==> src/rtl/lvl_lim_pkg.sv <==
// Package: shared constants and elaboration-time conversion helpers for the
// stereo level limiter. The real-valued functions are evaluated only while
// elaborating constant tables; no real arithmetic reaches hardware.
package lvl_lim_pkg;

    // Fraction bits of the linear gain mantissa (unity = 2**MANT_FRAC).
    localparam int MANT_FRAC = 15;
    // Volume codes per factor-of-two coarse shift (16 x 0.375 dB = 6 dB).
    localparam int FINE_W    = 4;
    // Number of selectable detection thresholds.
    localparam int NUM_LVL   = 4;

    // Linear magnitude of a level 'atten_db' below 'full_scale', rounded.
    function automatic int db_to_lin(input real atten_db, input real full_scale);
        return $rtoi(full_scale * (10.0 ** (-atten_db / 20.0)) + 0.5);
    endfunction

    // Attenuation in dB below full scale for each threshold select code.
    function automatic real det_level_db(input int code);
        case (code)
            0:       return 2.5;
            1:       return 4.1;
            2:       return 6.0;
            default: return 8.5;
        endcase
    endfunction

endpackage

==> src/rtl/lvl_gain_scaler.sv <==
// Module: lvl_gain_scaler
// Multiplies one signed sample by the linear gain of a volume code. Codes at
// or above ZERO_DB_CODE are unity; each code below it adds 0.375 dB of cut.
// The cut is split into a fine mantissa (16 entries) and a coarse right shift.
// Assumes: purely combinational, result truncated toward minus infinity.
module lvl_gain_scaler
    import lvl_lim_pkg::*;
#(
    parameter int DATA_W       = 16,
    parameter int GAIN_W       = 8,
    parameter int ZERO_DB_CODE = 200
)(
    input  logic [GAIN_W-1:0]        gain_code,
    input  logic signed [DATA_W-1:0] din,
    output logic signed [DATA_W-1:0] dout,
    output logic [DATA_W-1:0]        dout_mag
);

    localparam int COARSE_W = GAIN_W - FINE_W;
    localparam int MANT_W   = MANT_FRAC + 1;
    localparam int PROD_W   = DATA_W + MANT_W + 1;
    localparam int FINE_N   = 1 << FINE_W;
    localparam logic [GAIN_W-1:0] ZCODE = GAIN_W'(ZERO_DB_CODE);

    logic [MANT_W-1:0]         mant_tbl [FINE_N];
    logic [GAIN_W-1:0]         atten;
    logic [FINE_W-1:0]         fine;
    logic [COARSE_W-1:0]       coarse;
    logic signed [PROD_W-1:0]  prod;
    logic signed [PROD_W-1:0]  shifted;

    // Fine mantissa table, one entry per 0.375 dB step inside a 6 dB span.
    for (genvar k = 0; k < FINE_N; k++) begin : g_mant
        localparam int MV = db_to_lin(0.375 * real'(k), 2.0 ** MANT_FRAC);
        assign mant_tbl[k] = MANT_W'(MV);
    end

    // Attenuation in codes below unity, clamped at zero.
    assign atten  = (gain_code >= ZCODE) ? '0 : ZCODE - gain_code;
    assign fine   = atten[FINE_W-1:0];
    assign coarse = atten[GAIN_W-1:FINE_W];

    // Multiply by the mantissa, then drop fraction bits plus coarse shift.
    always_comb begin
        prod    = PROD_W'(din) * PROD_W'($signed({1'b0, mant_tbl[fine]}));
        shifted = prod >>> (MANT_FRAC + int'(coarse));
    end

    assign dout     = shifted[DATA_W-1:0];
    // Magnitude; the most negative value maps to 2**(DATA_W-1) unsigned.
    assign dout_mag = dout[DATA_W-1] ? $unsigned(-dout) : $unsigned(dout);

endmodule

==> src/rtl/lvl_zc_detect.sv <==
// Module: lvl_zc_detect
// Flags a zero crossing on one channel: the current strobed sample is zero,
// or its sign differs from the sign of the previous strobed sample.
// Assumes: the sign history starts positive after reset.
module lvl_zc_detect #(
    parameter int DATA_W = 16
)(
    input  logic                     clk,
    input  logic                     rst_n,
    input  logic                     sample_valid,
    input  logic signed [DATA_W-1:0] din,
    output logic                     zc
);

    logic prev_neg;

    // Remember the sign of the last strobed sample.
    always_ff @(posedge clk) begin
        if (!rst_n) begin
            prev_neg <= 1'b0;
        end else if (sample_valid) begin
            prev_neg <= din[DATA_W-1];
        end
    end

    assign zc = (din == '0) || (din[DATA_W-1] != prev_neg);

endmodule

==> src/rtl/lvl_limit_ctrl.sv <==
// Module: lvl_limit_ctrl
// Holds the shared target volume and the per-channel applied volumes. An
// over-threshold sample with no update pending lowers the target. Each channel
// then adopts it at its own zero crossing, at the timeout, or at once when
// gating is off. While inactive all codes follow the preset.
// Assumes: 'over' and 'zc_hit' are valid on sample_valid cycles.
module lvl_limit_ctrl #(
    parameter int GAIN_W        = 8,
    parameter int NCH           = 2,
    parameter int ZERO_DB_CODE  = 200,
    parameter int TMO_BASE_LOG2 = 7
)(
    input  logic                         clk,
    input  logic                         rst_n,
    input  logic                         sample_valid,
    input  logic                         active,
    input  logic                         over,
    input  logic                         zc_off,
    input  logic [1:0]                   step_sel,
    input  logic [1:0]                   tmo_sel,
    input  logic [GAIN_W-1:0]            vol_preset,
    input  logic [NCH-1:0]               zc_hit,
    output logic [NCH-1:0][GAIN_W-1:0]   gain_app
);

    localparam int CNT_W = TMO_BASE_LOG2 + 3;
    localparam logic [GAIN_W-1:0] ZCODE = GAIN_W'(ZERO_DB_CODE);

    logic [GAIN_W-1:0] target;
    logic [GAIN_W-1:0] step_amt;
    logic [GAIN_W-1:0] next_target;
    logic [CNT_W-1:0]  tmo_cnt;
    logic [CNT_W-1:0]  tmo_last;
    logic [NCH-1:0]    pend;
    logic              pend_any;
    logic              expire;
    logic              fire;

    assign pend_any    = |pend;
    assign tmo_last    = CNT_W'((32'd1 << (TMO_BASE_LOG2 + 32'(tmo_sel))) - 32'd1);
    assign expire      = pend_any && (tmo_cnt == tmo_last);
    assign fire        = active && over && !pend_any;
    assign step_amt    = zc_off ? GAIN_W'(1) : (GAIN_W'(1) << step_sel);
    assign next_target = (target > step_amt) ? (target - step_amt) : '0;

    // Shared target: preset while inactive, lowered by each accepted event.
    always_ff @(posedge clk) begin
        if (!rst_n) begin
            target <= ZCODE;
        end else if (sample_valid) begin
            if (!active) begin
                target <= vol_preset;
            end else if (fire) begin
                target <= next_target;
            end
        end
    end

    // Timeout counter: counts strobed samples while an update is pending.
    always_ff @(posedge clk) begin
        if (!rst_n) begin
            tmo_cnt <= '0;
        end else if (sample_valid) begin
            if (!active || fire || expire) begin
                tmo_cnt <= '0;
            end else if (pend_any) begin
                tmo_cnt <= tmo_cnt + 1'b1;
            end
        end
    end

    for (genvar c = 0; c < NCH; c++) begin : g_ch
        logic              pend_q;
        logic [GAIN_W-1:0] app_q;

        // Per-channel applied code and pending flag.
        always_ff @(posedge clk) begin
            if (!rst_n) begin
                pend_q <= 1'b0;
                app_q  <= ZCODE;
            end else if (sample_valid) begin
                if (!active) begin
                    pend_q <= 1'b0;
                    app_q  <= vol_preset;
                end else if (fire) begin
                    if (zc_off) begin
                        app_q <= next_target;
                    end else begin
                        pend_q <= 1'b1;
                    end
                end else if (pend_q && (zc_off || zc_hit[c] || expire)) begin
                    app_q  <= target;
                    pend_q <= 1'b0;
                end
            end
        end

        assign pend[c]     = pend_q;
        assign gain_app[c] = app_q;

        // a channel never sits below the shared target.
        p_applied_not_below_r5: assert property (@(posedge clk) disable iff (!rst_n)
            app_q >= target);
    end

    // the target never rises across a strobed active sample.
    p_target_monotone_r4: assert property (@(posedge clk) disable iff (!rst_n)
        (sample_valid && active) |=> (target <= $past(target)));

    // no event is taken while an update is still pending.
    p_hold_while_pending_r8: assert property (@(posedge clk) disable iff (!rst_n)
        (sample_valid && active && pend_any) |=> $stable(target));

    // with gating off an event reaches both channels on the same edge.
    p_immediate_r7: assert property (@(posedge clk) disable iff (!rst_n)
        (sample_valid && fire && zc_off) |=>
            ((gain_app[0] == target) && (gain_app[NCH-1] == target) && !pend_any));

    // an expiring timeout leaves nothing pending.
    p_timeout_clears_r6: assert property (@(posedge clk) disable iff (!rst_n)
        (sample_valid && active && expire) |=> !pend_any);

endmodule

==> src/rtl/stereo_level_limiter.sv <==
// Module: stereo_level_limiter (top)
// Selects the recording or playback pair, scales each channel by its applied
// volume code, compares the scaled magnitudes with the selected threshold and
// drives the limiter control. Scaled samples are registered on the strobe.
// Assumes: sample_valid is a single-cycle strobe once per sample period.
module stereo_level_limiter
    import lvl_lim_pkg::*;
#(
    parameter int DATA_W        = 16,
    parameter int GAIN_W        = 8,
    parameter int ZERO_DB_CODE  = 200,
    parameter int TMO_BASE_LOG2 = 7
)(
    input  logic                     clk,
    input  logic                     rst_n,
    input  logic                     sample_valid,
    input  logic signed [DATA_W-1:0] rec_l,
    input  logic signed [DATA_W-1:0] rec_r,
    input  logic signed [DATA_W-1:0] play_l,
    input  logic signed [DATA_W-1:0] play_r,
    input  logic                     alc_en,
    input  logic                     adc_pwr,
    input  logic                     dac_pwr,
    input  logic [1:0]               det_level,
    input  logic [1:0]               atten_step,
    input  logic                     zc_off,
    input  logic [1:0]               zc_timeout,
    input  logic [GAIN_W-1:0]        vol_preset,
    output logic [GAIN_W-1:0]        gain_l,
    output logic [GAIN_W-1:0]        gain_r,
    output logic signed [DATA_W-1:0] out_l,
    output logic signed [DATA_W-1:0] out_r
);

    localparam int NCH = 2;

    logic                       active;
    logic                       use_play;
    logic signed [DATA_W-1:0]   ch_in     [NCH];
    logic signed [DATA_W-1:0]   ch_scaled [NCH];
    logic [DATA_W-1:0]          ch_mag    [NCH];
    logic [NCH-1:0]             ch_zc;
    logic [NCH-1:0]             ch_over;
    logic [NCH-1:0][GAIN_W-1:0] ch_gain;
    logic [DATA_W-1:0]          thr_tbl   [NUM_LVL];
    logic [DATA_W-1:0]          thr_sel;
    logic                       over_any;

    // Threshold magnitudes, computed from dB values during elaboration.
    for (genvar t = 0; t < NUM_LVL; t++) begin : g_thr
        localparam int TV = db_to_lin(det_level_db(t), 2.0 ** (DATA_W - 1));
        assign thr_tbl[t] = DATA_W'(TV);
    end

    // Path and activity decode from the converter power flags.
    assign use_play = dac_pwr && !adc_pwr;
    assign active   = alc_en && (adc_pwr || dac_pwr);
    assign ch_in[0] = use_play ? play_l : rec_l;
    assign ch_in[1] = use_play ? play_r : rec_r;
    assign thr_sel  = thr_tbl[det_level];

    for (genvar c = 0; c < NCH; c++) begin : g_chan
        lvl_gain_scaler #(
            .DATA_W       (DATA_W),
            .GAIN_W       (GAIN_W),
            .ZERO_DB_CODE (ZERO_DB_CODE)
        ) u_scale (
            .gain_code (ch_gain[c]),
            .din       (ch_in[c]),
            .dout      (ch_scaled[c]),
            .dout_mag  (ch_mag[c])
        );

        lvl_zc_detect #(
            .DATA_W (DATA_W)
        ) u_zc (
            .clk          (clk),
            .rst_n        (rst_n),
            .sample_valid (sample_valid),
            .din          (ch_in[c]),
            .zc           (ch_zc[c])
        );

        assign ch_over[c] = (ch_mag[c] >= thr_sel);
    end

    assign over_any = |ch_over;

    lvl_limit_ctrl #(
        .GAIN_W        (GAIN_W),
        .NCH           (NCH),
        .ZERO_DB_CODE  (ZERO_DB_CODE),
        .TMO_BASE_LOG2 (TMO_BASE_LOG2)
    ) u_ctrl (
        .clk          (clk),
        .rst_n        (rst_n),
        .sample_valid (sample_valid),
        .active       (active),
        .over         (over_any),
        .zc_off       (zc_off),
        .step_sel     (atten_step),
        .tmo_sel      (zc_timeout),
        .vol_preset   (vol_preset),
        .zc_hit       (ch_zc),
        .gain_app     (ch_gain)
    );

    // Register the scaled samples once per strobe.
    always_ff @(posedge clk) begin
        if (!rst_n) begin
            out_l <= '0;
            out_r <= '0;
        end else if (sample_valid) begin
            out_l <= ch_scaled[0];
            out_r <= ch_scaled[1];
        end
    end

    assign gain_l = ch_gain[0];
    assign gain_r = ch_gain[1];

    // nothing visible moves between strobes.
    p_hold_between_r11: assert property (@(posedge clk) disable iff (!rst_n)
        !sample_valid |=> ($stable(out_l) && $stable(out_r) && $stable(gain_l) && $stable(gain_r)));

    // an inactive strobe loads the preset into both gains.
    p_preset_follow_r1: assert property (@(posedge clk) disable iff (!rst_n)
        (sample_valid && !active) |=> ((gain_l == $past(vol_preset)) && (gain_r == $past(vol_preset))));

endmodule

==> config.mk <==
export PLATFORM = sky130hd
export DESIGN_NAME = stereo_level_limiter
export DESIGN_NICKNAME = d
export VERILOG_FILES = /design/src/rtl/lvl_lim_pkg.sv /design/src/rtl/lvl_gain_scaler.sv /design/src/rtl/lvl_zc_detect.sv /design/src/rtl/lvl_limit_ctrl.sv /design/src/rtl/stereo_level_limiter.sv
export SDC_FILE = /design/constraint.sdc
export NUM_CORES = 2
export LEC_CHECK = 0
export ABC_AREA = 1
export BUFFER_PORTS_ARGS = -buffer_cell sky130_fd_sc_hd__buf_2
export CORE_ASPECT_RATIO = 1.1
export CORE_MARGIN = 1.5
export CORE_UTILIZATION = 65
export DETAILED_ROUTE_END_ITERATION = 10
export PLACE_DENSITY = 0.84
export SYNTH_ARGS = -nofsm -noshare
export SYNTH_HDL_FRONTEND = slang
export SYNTH_SLANG_ARGS = --single-unit
==> constraint.sdc <==
create_clock -name clk -period 11 [get_ports clk]
set_input_delay 1.65 -clock clk [delete_from_list [all_inputs] [get_ports clk]]
set_output_delay 1.65 -clock clk [all_outputs]
set_load 0.1 [all_outputs]
== After elaboration in Yosys (flattened, before gate mapping) ==
Memories as Yosys holds them, arrays and structs flattened.
Index checks and enable logic that the tools add are counted.

* $add $sub $neg: 10
* Equal/unequal tests: 8
* Multiplexer cells: 33
* Reduce and logical (&&, ||, !) cells: 30
* Shift operators: 4
* Bitwise logic cells: 3
* Multipliers: 2
* Magnitude comparators: 8

{| class="wikitable"
|+ Operators with widths
! operator !! count
|-
| 2-to-1 mux 16 bit || 10
|-
| 2-to-1 mux 8 bit || 13
|-
| multiplier 16 x 17 -> 33 bit || 2
|-
| >>> shifter 33 x 32 -> 16 bit || 2
|-
| binary-select mux 16 bit (select 2 bit) || 1
|-
| greater-or-equal comparator 16 bit || 2
|-
| logical NOT 16 bit || 2
|-
| negator 16 bit || 2
|-
| << shifter 1 x 32 -> 10 bit (first input constant) || 1
|-
| 2-to-1 mux 10 bit || 2
|-
| greater-or-equal comparator 8 bit (second input constant) || 2
|-
| subtractor 8 bit (first input constant) || 2
|-
| != test 3 bit (second input constant) || 4
|-
| AND reduction 3 bit || 4
|-
| adder 10 x 1 -> 10 bit (second input constant) || 1
|-
| adder 4 x 4 -> 5 bit (first input constant) || 2
|-
| equality test 10 bit || 1
|-
| greater-or-equal comparator 5 bit (second input constant) || 2
|-
| inverter 4 -> 5 bit || 2
|-
| subtractor 10 x 1 -> 10 bit (second input constant) || 1
|-
| logical OR 1 bit || 9
|-
| greater-than comparator 8 bit || 1
|-
| << shifter 1 x 2 -> 8 bit (first input constant) || 1
|-
| subtractor 8 bit || 1
|-
| other kinds (11) || 28
|}

* Bits in read-only memories: 512
* Memories: 2
* Bits in registers: 70
* Output and inout bits: 48

{| class="wikitable"
|+ Memory list
! memory !! depth !! width !! rd ports !! clocked after Yosys merged registers in !! wr ports !! line !! source
|-
| (name not given) || 16 || 16 || 1 || 0 || 0 || lvl_gain_scaler.sv:45 || <nowiki>prod = PROD_W'(din) * PROD_W'($signed({1'b0, mant_tbl[fine]}));</nowiki>
|-
| (name not given) || 16 || 16 || 1 || 0 || 0 || lvl_gain_scaler.sv:45 ||
|}

== Longest topological paths before layout ==
* Depth after elaboration: 18
* Mapped depth: 69
* Gate-level depth less buffers: 67

== Cells and area by module ==
Synthesis repeated with hierarchy kept, for this count alone.

* Cell total of the unflattened synthesis: 4639
* Area total of the unflattened synthesis: 29664.7 µm²

{| class="wikitable"
|+ By module, submodules not included
! module !! area each (µm²) !! times used !! cells an instance
|-
| lvl_gain_scaler at g_chan[0].u_scale || 12540.8 || 1 || 1990
|-
| lvl_gain_scaler at g_chan[1].u_scale || 12449.4 || 1 || 1978
|-
| stereo_level_limiter || 2277.2 || 1 || 301
|-
| lvl_limit_ctrl || 2187.1 || 1 || 328
|-
| lvl_zc_detect || 105.1 || 2 || 21
|}

== Worst setup path before layout ==
No wires, ideal clock.

* Kind: input -> register
* Start point: input port adc_pwr
* End point: register u_ctrl.g_ch[1].app_q[6]
* Stages on the path: 54
* Data required time: 10.880 ns
* Data arrival time: 10.029 ns
* Path buffers: 5
* Slack: 0.851 ns
* Path through: inv_1 -> nand2_1 -> clkbuf_1 -> clkbuf_1 -> nand2_1 -> o21ai_0 -> clkbuf_1 -> nand2_1 -> fa_1 -> fa_1 -> fa_1 -> inv_1 -> fa_1 -> fa_1 -> inv_1 -> fa_1 -> inv_1 -> ha_1 -> [... 18 more ...] -> nand4_1 -> o21ai_0 -> xor2_1 -> inv_1 -> ha_1 -> inv_1 -> nor3_1 -> a211oi_1 -> nand2_1 -> nand2_1 -> nand2_4 -> nand2_2 -> buf_6 -> nand2_2 -> nand3_2 -> buf_6 -> a21oi_1 -> nand2_1

* Word-level cells in the longest chain between the ends: 13

{| class="wikitable"
|+ RTL lines
! element !! line !! source
|-
| from (decl) || stereo_level_limiter.sv:22 || <nowiki>input logic adc_pwr,</nowiki>
|-
| logical NOT 1 bit || stereo_level_limiter.sv:56 || <nowiki>assign use_play = dac_pwr && !adc_pwr;</nowiki>
|-
| logical AND 1 bit || stereo_level_limiter.sv:56 ||
|-
| 2-to-1 mux 16 bit (on tied branches) || stereo_level_limiter.sv:58, stereo_level_limiter.sv:59 ||
|-
| multiplier 16 x 17 -> 33 bit || lvl_gain_scaler.sv:45 ||
|-
| >>> shifter 33 x 32 -> 16 bit || lvl_gain_scaler.sv:46 || <nowiki>shifted = prod >>> (MANT_FRAC + int'(coarse));</nowiki>
|-
| negator 16 bit || lvl_gain_scaler.sv:51 || <nowiki>assign dout_mag = dout[DATA_W-1] ? $unsigned(-dout) : $unsigned(dout);</nowiki>
|-
| 2-to-1 mux 16 bit || lvl_gain_scaler.sv:51 ||
|-
| greater-or-equal comparator 16 bit || stereo_level_limiter.sv:84 || <nowiki>assign ch_over[c] = (ch_mag[c] >= thr_sel);</nowiki>
|-
| OR reduction 2 bit || stereo_level_limiter.sv:87 || <nowiki>assign over_any = |ch_over;</nowiki>
|-
| logical AND 1 bit (2 in a row) || lvl_limit_ctrl.sv:42 || <nowiki>assign fire = active && over && !pend_any;</nowiki>
|-
| != test 3 bit (no line) or 2-to-1 mux 8 bit (tied branches) || - ||
|-
| AND reduction 3 bit (no line) or 2-to-1 mux 8 bit (tied branches) || - ||
|-
| to (signal assigned) || lvl_limit_ctrl.sv:84 || <nowiki>app_q <= vol_preset;</nowiki>
|-
| to (signal assigned) || lvl_limit_ctrl.sv:87 || <nowiki>app_q <= next_target;</nowiki>
|-
| to (signal assigned) || lvl_limit_ctrl.sv:92 || <nowiki>app_q <= target;</nowiki>
|-
| to (decl) || lvl_limit_ctrl.sv:74 || <nowiki>logic [GAIN_W-1:0] app_q;</nowiki>
|}

Several ways; a longest one is shown, not always the timed one.
A chain may end at the register's enable or synchronous reset.

== Worst setup path after layout ==
* Start point: input port adc_pwr
* End point: register u_ctrl.g_ch[0].app_q[0]

* Word-level cells in the longest chain between the ends: 13

{| class="wikitable"
|+ RTL lines
! element !! line
|-
| logical NOT 1 bit || stereo_level_limiter.sv:56
|-
| logical AND 1 bit || stereo_level_limiter.sv:56
|-
| 2-to-1 mux 16 bit (on tied branches) || stereo_level_limiter.sv:58, stereo_level_limiter.sv:59
|-
| multiplier 16 x 17 -> 33 bit || lvl_gain_scaler.sv:45
|-
| >>> shifter 33 x 32 -> 16 bit || lvl_gain_scaler.sv:46
|-
| negator 16 bit || lvl_gain_scaler.sv:51
|-
| 2-to-1 mux 16 bit || lvl_gain_scaler.sv:51
|-
| greater-or-equal comparator 16 bit || stereo_level_limiter.sv:84
|-
| OR reduction 2 bit || stereo_level_limiter.sv:87
|-
| logical AND 1 bit (2 in a row) || lvl_limit_ctrl.sv:42
|-
| != test 3 bit (no line) or 2-to-1 mux 8 bit (tied branches) || -
|-
| AND reduction 3 bit (no line) or 2-to-1 mux 8 bit (tied branches) || -
|-
| to (signal assigned) || lvl_limit_ctrl.sv:84
|-
| to (signal assigned) || lvl_limit_ctrl.sv:87
|-
| to (signal assigned) || lvl_limit_ctrl.sv:92
|-
| to (decl) || lvl_limit_ctrl.sv:74
|}

Several ways; a longest one is shown, not always the timed one.

==> results.md <==
- CP Launch Point: adc_pwr
- RSZ-0062 raised after global routing: true
- Yosys warns: 0
- CP startpoint kind: input port
- # hold bufs at CTS: 0
- Final setup viols: 0
- Fin nets: 5544
- Antenna Violating Nets Remaining: 0
- Global placement routability congestion: 1.04
- Most used cell, CP: nand2_1
- DRT Wirelength: 90000 µm
- Area of the die: 46100 µm²
- Cell area after layout: 32100 µm²
- Clk Tree Root Cell: clkbuf_16
- Tcrit/Tclk final: 95.7%
- CTS buffer count: 9
- Slew Viols, Final: 0
- Clock sink count: 70
- Main combinational cell family by area after synthesis: adder cells
- Largest stage delay, worst path: 0.60 ns
- Multi-input gate area: 23600 µm²
- Final hold viol count: 0
- Min cycle time layout: 10.53 ns
- Vias/cell: 5.57
- RR Endpoint: u_ctrl.g_ch[0].app_q[0]$_SDFFE_PN0P_
- Synth Area in XOR/XNOR: 2.17%
- MaxCap Viol Count: 0
- Vias in the first global route: 29600
- Worst-path clk slew: 0.07 ns
- Post-synthesis simple-gate area fraction: 32.8%
- RR Startpoint: u_ctrl.g_ch[1].app_q[4]$_SDFFE_PN0P_
- Post-DP Area: 31200 µm²
- Clk buf depth: 2
- Later-pin clock latency in the skew report: 0.35 ns
- Starting density of the core: 65.7%
- FF-to-FF path depth: 64
- Synth Area in Adders: 39.5%
- Total grt overflow: 0
- Seq/Total Area, Yosys: 4.81%
- Fill cells: 3895
- Most common cell after layout, fill and taps aside: nand2_1
- Num rows: 81
- Buf/Inv on CP: 10
- Worst Hold Class: reg2reg
- IO Pins: 133
- Arr. time, crit path: 10.77 ns
- Sequential standard cell area: 1400 µm²
- Slowest stage cell, crit path: fa_1
- Compound-cell area share of the yosys netlist: 5.46%
- # DRC: 0
- Detailed Routing Iterations Pass 1: 7
- Max-slew headroom: 25.8%
- CP Capture Type: flip-flop
- First-pass GRT wire length: 144000 µm
- Initial antenna violation count: 2
- Drt wl/cell: 16.8 µm
- Tightest Pin Transition: 1.11 ns
- Gate Count Post-Synth: 4568
- Outcome: completed
- Syn avg cell area: 6.38 µm²
- Mapped cell area: 29200 µm²
- Critical Path Sink: u_ctrl.g_ch[0].app_q[0]$_SDFFE_PN0P_
- DRT iter0 DRCs: 2627
- Cell family with most CP delay: adder cells
- Synth Flop Type: dfxtp_1
- Largest net degree at the start of global routing: 79
- Clock skew: 0.0114 ns
- CTS tree: yes
- Syn nets: 5340
- Fmax: 95.0 MHz
- Most frequent cells in the layout: nand2_1, inv_1, nand3_1
- DIE WIDTH: 205 µm
- Global Route Usage Sum: 39.5%
- R2R Setup Slk: 0.53 ns
- Synth Register Bits: 70
- Critical path class: in2reg
- Post-synthesis mux area share: 0.0343%
- Share of cells above drive strength 1: 10.6%
- Via count: 29800
- Core area: 44400 µm²
- P&R area growth vs syn: 10.1%
- Post-DP HPWL: 73700 µm
- Netlist cell types: 53
- Fraction of synthesis flops using an asynchronous set or reset pin: 0%
- CP Data Required Time: 11.24 ns
- Post-synth EDFFs: 0
- CP max FO: 13
- Worst path depth: 55
- Die H: 225 µm
- CTS H-tree lvls: 3
- IO Port Bufs: 132
## layout make-up
cell class | count | area share [%]
clock inverter | 6 | 0.140
sequential | 70 | 4.37
timing repair buffer | 316 | 6.67
tap | 581 | 2.27
clock buffer | 10 | 0.745
multi-input combinational | 3344 | 73.6
antenna | 2 | 0.0156
inverter | 1031 | 12.2
## metal layers
metal	track usage (%)	vias to the layer above	wire length [µm]
met5	0	-	0
met4	22.5	0	6620
met3	5.71	422	6780
met2	69.2	1409	43400
met1	45.9	13800	33200
li1	-	14200	-
## sequential cells by signal (all words and copies together), names as in the netlist
| name | flops |
|---|---|
| out_l | 16 |
| out_r | 16 |
| u_ctrl.g_ch.app_q | 16 |
| u_ctrl.tmo_cnt | 10 |
| u_ctrl.target | 8 |
| g_chan.u_zc.prev_neg | 2 |
| u_ctrl.g_ch.pend_q | 2 |
## stage by stage
step                      hold slack [ns]  cells  setup slack (ns)  TNS, ns  utilization [%]
after global routing                0.510   5360           -0.0715   -0.598             72.3
after CTS                           0.481   5326             0.207        0             70.8
after global placement              0.457   5310             0.111        0             70.2
after floorplan                     0.452   4568             0.851        0                -
final                               0.482   5360             0.469        0             72.3
after detailed placement            0.466   5310          -0.00910  -0.0100             70.2
## worst min-delay path, stage by stage (launching register included)
cell and delay, ns:
dfxtp_1 0.32, o211ai_1 0.08, inv_1 0.06
## logic make-up after synthesis
group / after synthesis
multiplexers: 1
XOR/XNOR: 65
buffers and inverters: 1154
AND/OR/NAND/NOR: 2307
AO/OA/AOI/OAI: 284
flip-flops: 70
adder cells (fa/ha/maj): 687
## worst min path at each step
| stage | from | endpoint | slack [ns] | cells after the start |
|---|---|---|---|---|
| after floorplan | u_ctrl.target[6]$_SDFFE_PN1P_ | u_ctrl.target[6]$_SDFFE_PN1P_ | 0.45 | 2 |
| after global placement | out_l[2]$_SDFFE_PN0P_ | out_l[2]$_SDFFE_PN0P_ | 0.46 | 2 |
| after detailed placement | out_l[6]$_SDFFE_PN0P_ | out_l[6]$_SDFFE_PN0P_ | 0.47 | 2 |
| after CTS | out_l[2]$_SDFFE_PN0P_ | out_l[2]$_SDFFE_PN0P_ | 0.48 | 2 |
| after global routing | out_l[2]$_SDFFE_PN0P_ | out_l[2]$_SDFFE_PN0P_ | 0.51 | 2 |
| final | out_l[2]$_SDFFE_PN0P_ | out_l[2]$_SDFFE_PN0P_ | 0.48 | 2 |
## timing repair
| item | 4_1_cts | 5_1_grt |
|---|---|---|
| endpoints found under the setup margin | 0 | 36 |
| setup buffers | 0 | 29 |
| resized for setup | 0 | 118 |
## synth_stat cells (31+ instances only)
cell type	number	area (µm²)
a21oi_1	91	455
buf_2	31	155
clkbuf_1	71	267
dfxtp_1	70	1400
fa_1	389	7790
ha_1	298	3730
inv_1	994	3730
nand2_1	1384	5190
nand3_1	421	2110
nor2_1	393	1480
o21ai_0	104	521
xor2_1	40	350
Power is not shown: default switching activity piles up to over one toggle a cycle in this logic, so the estimate is an artifact.
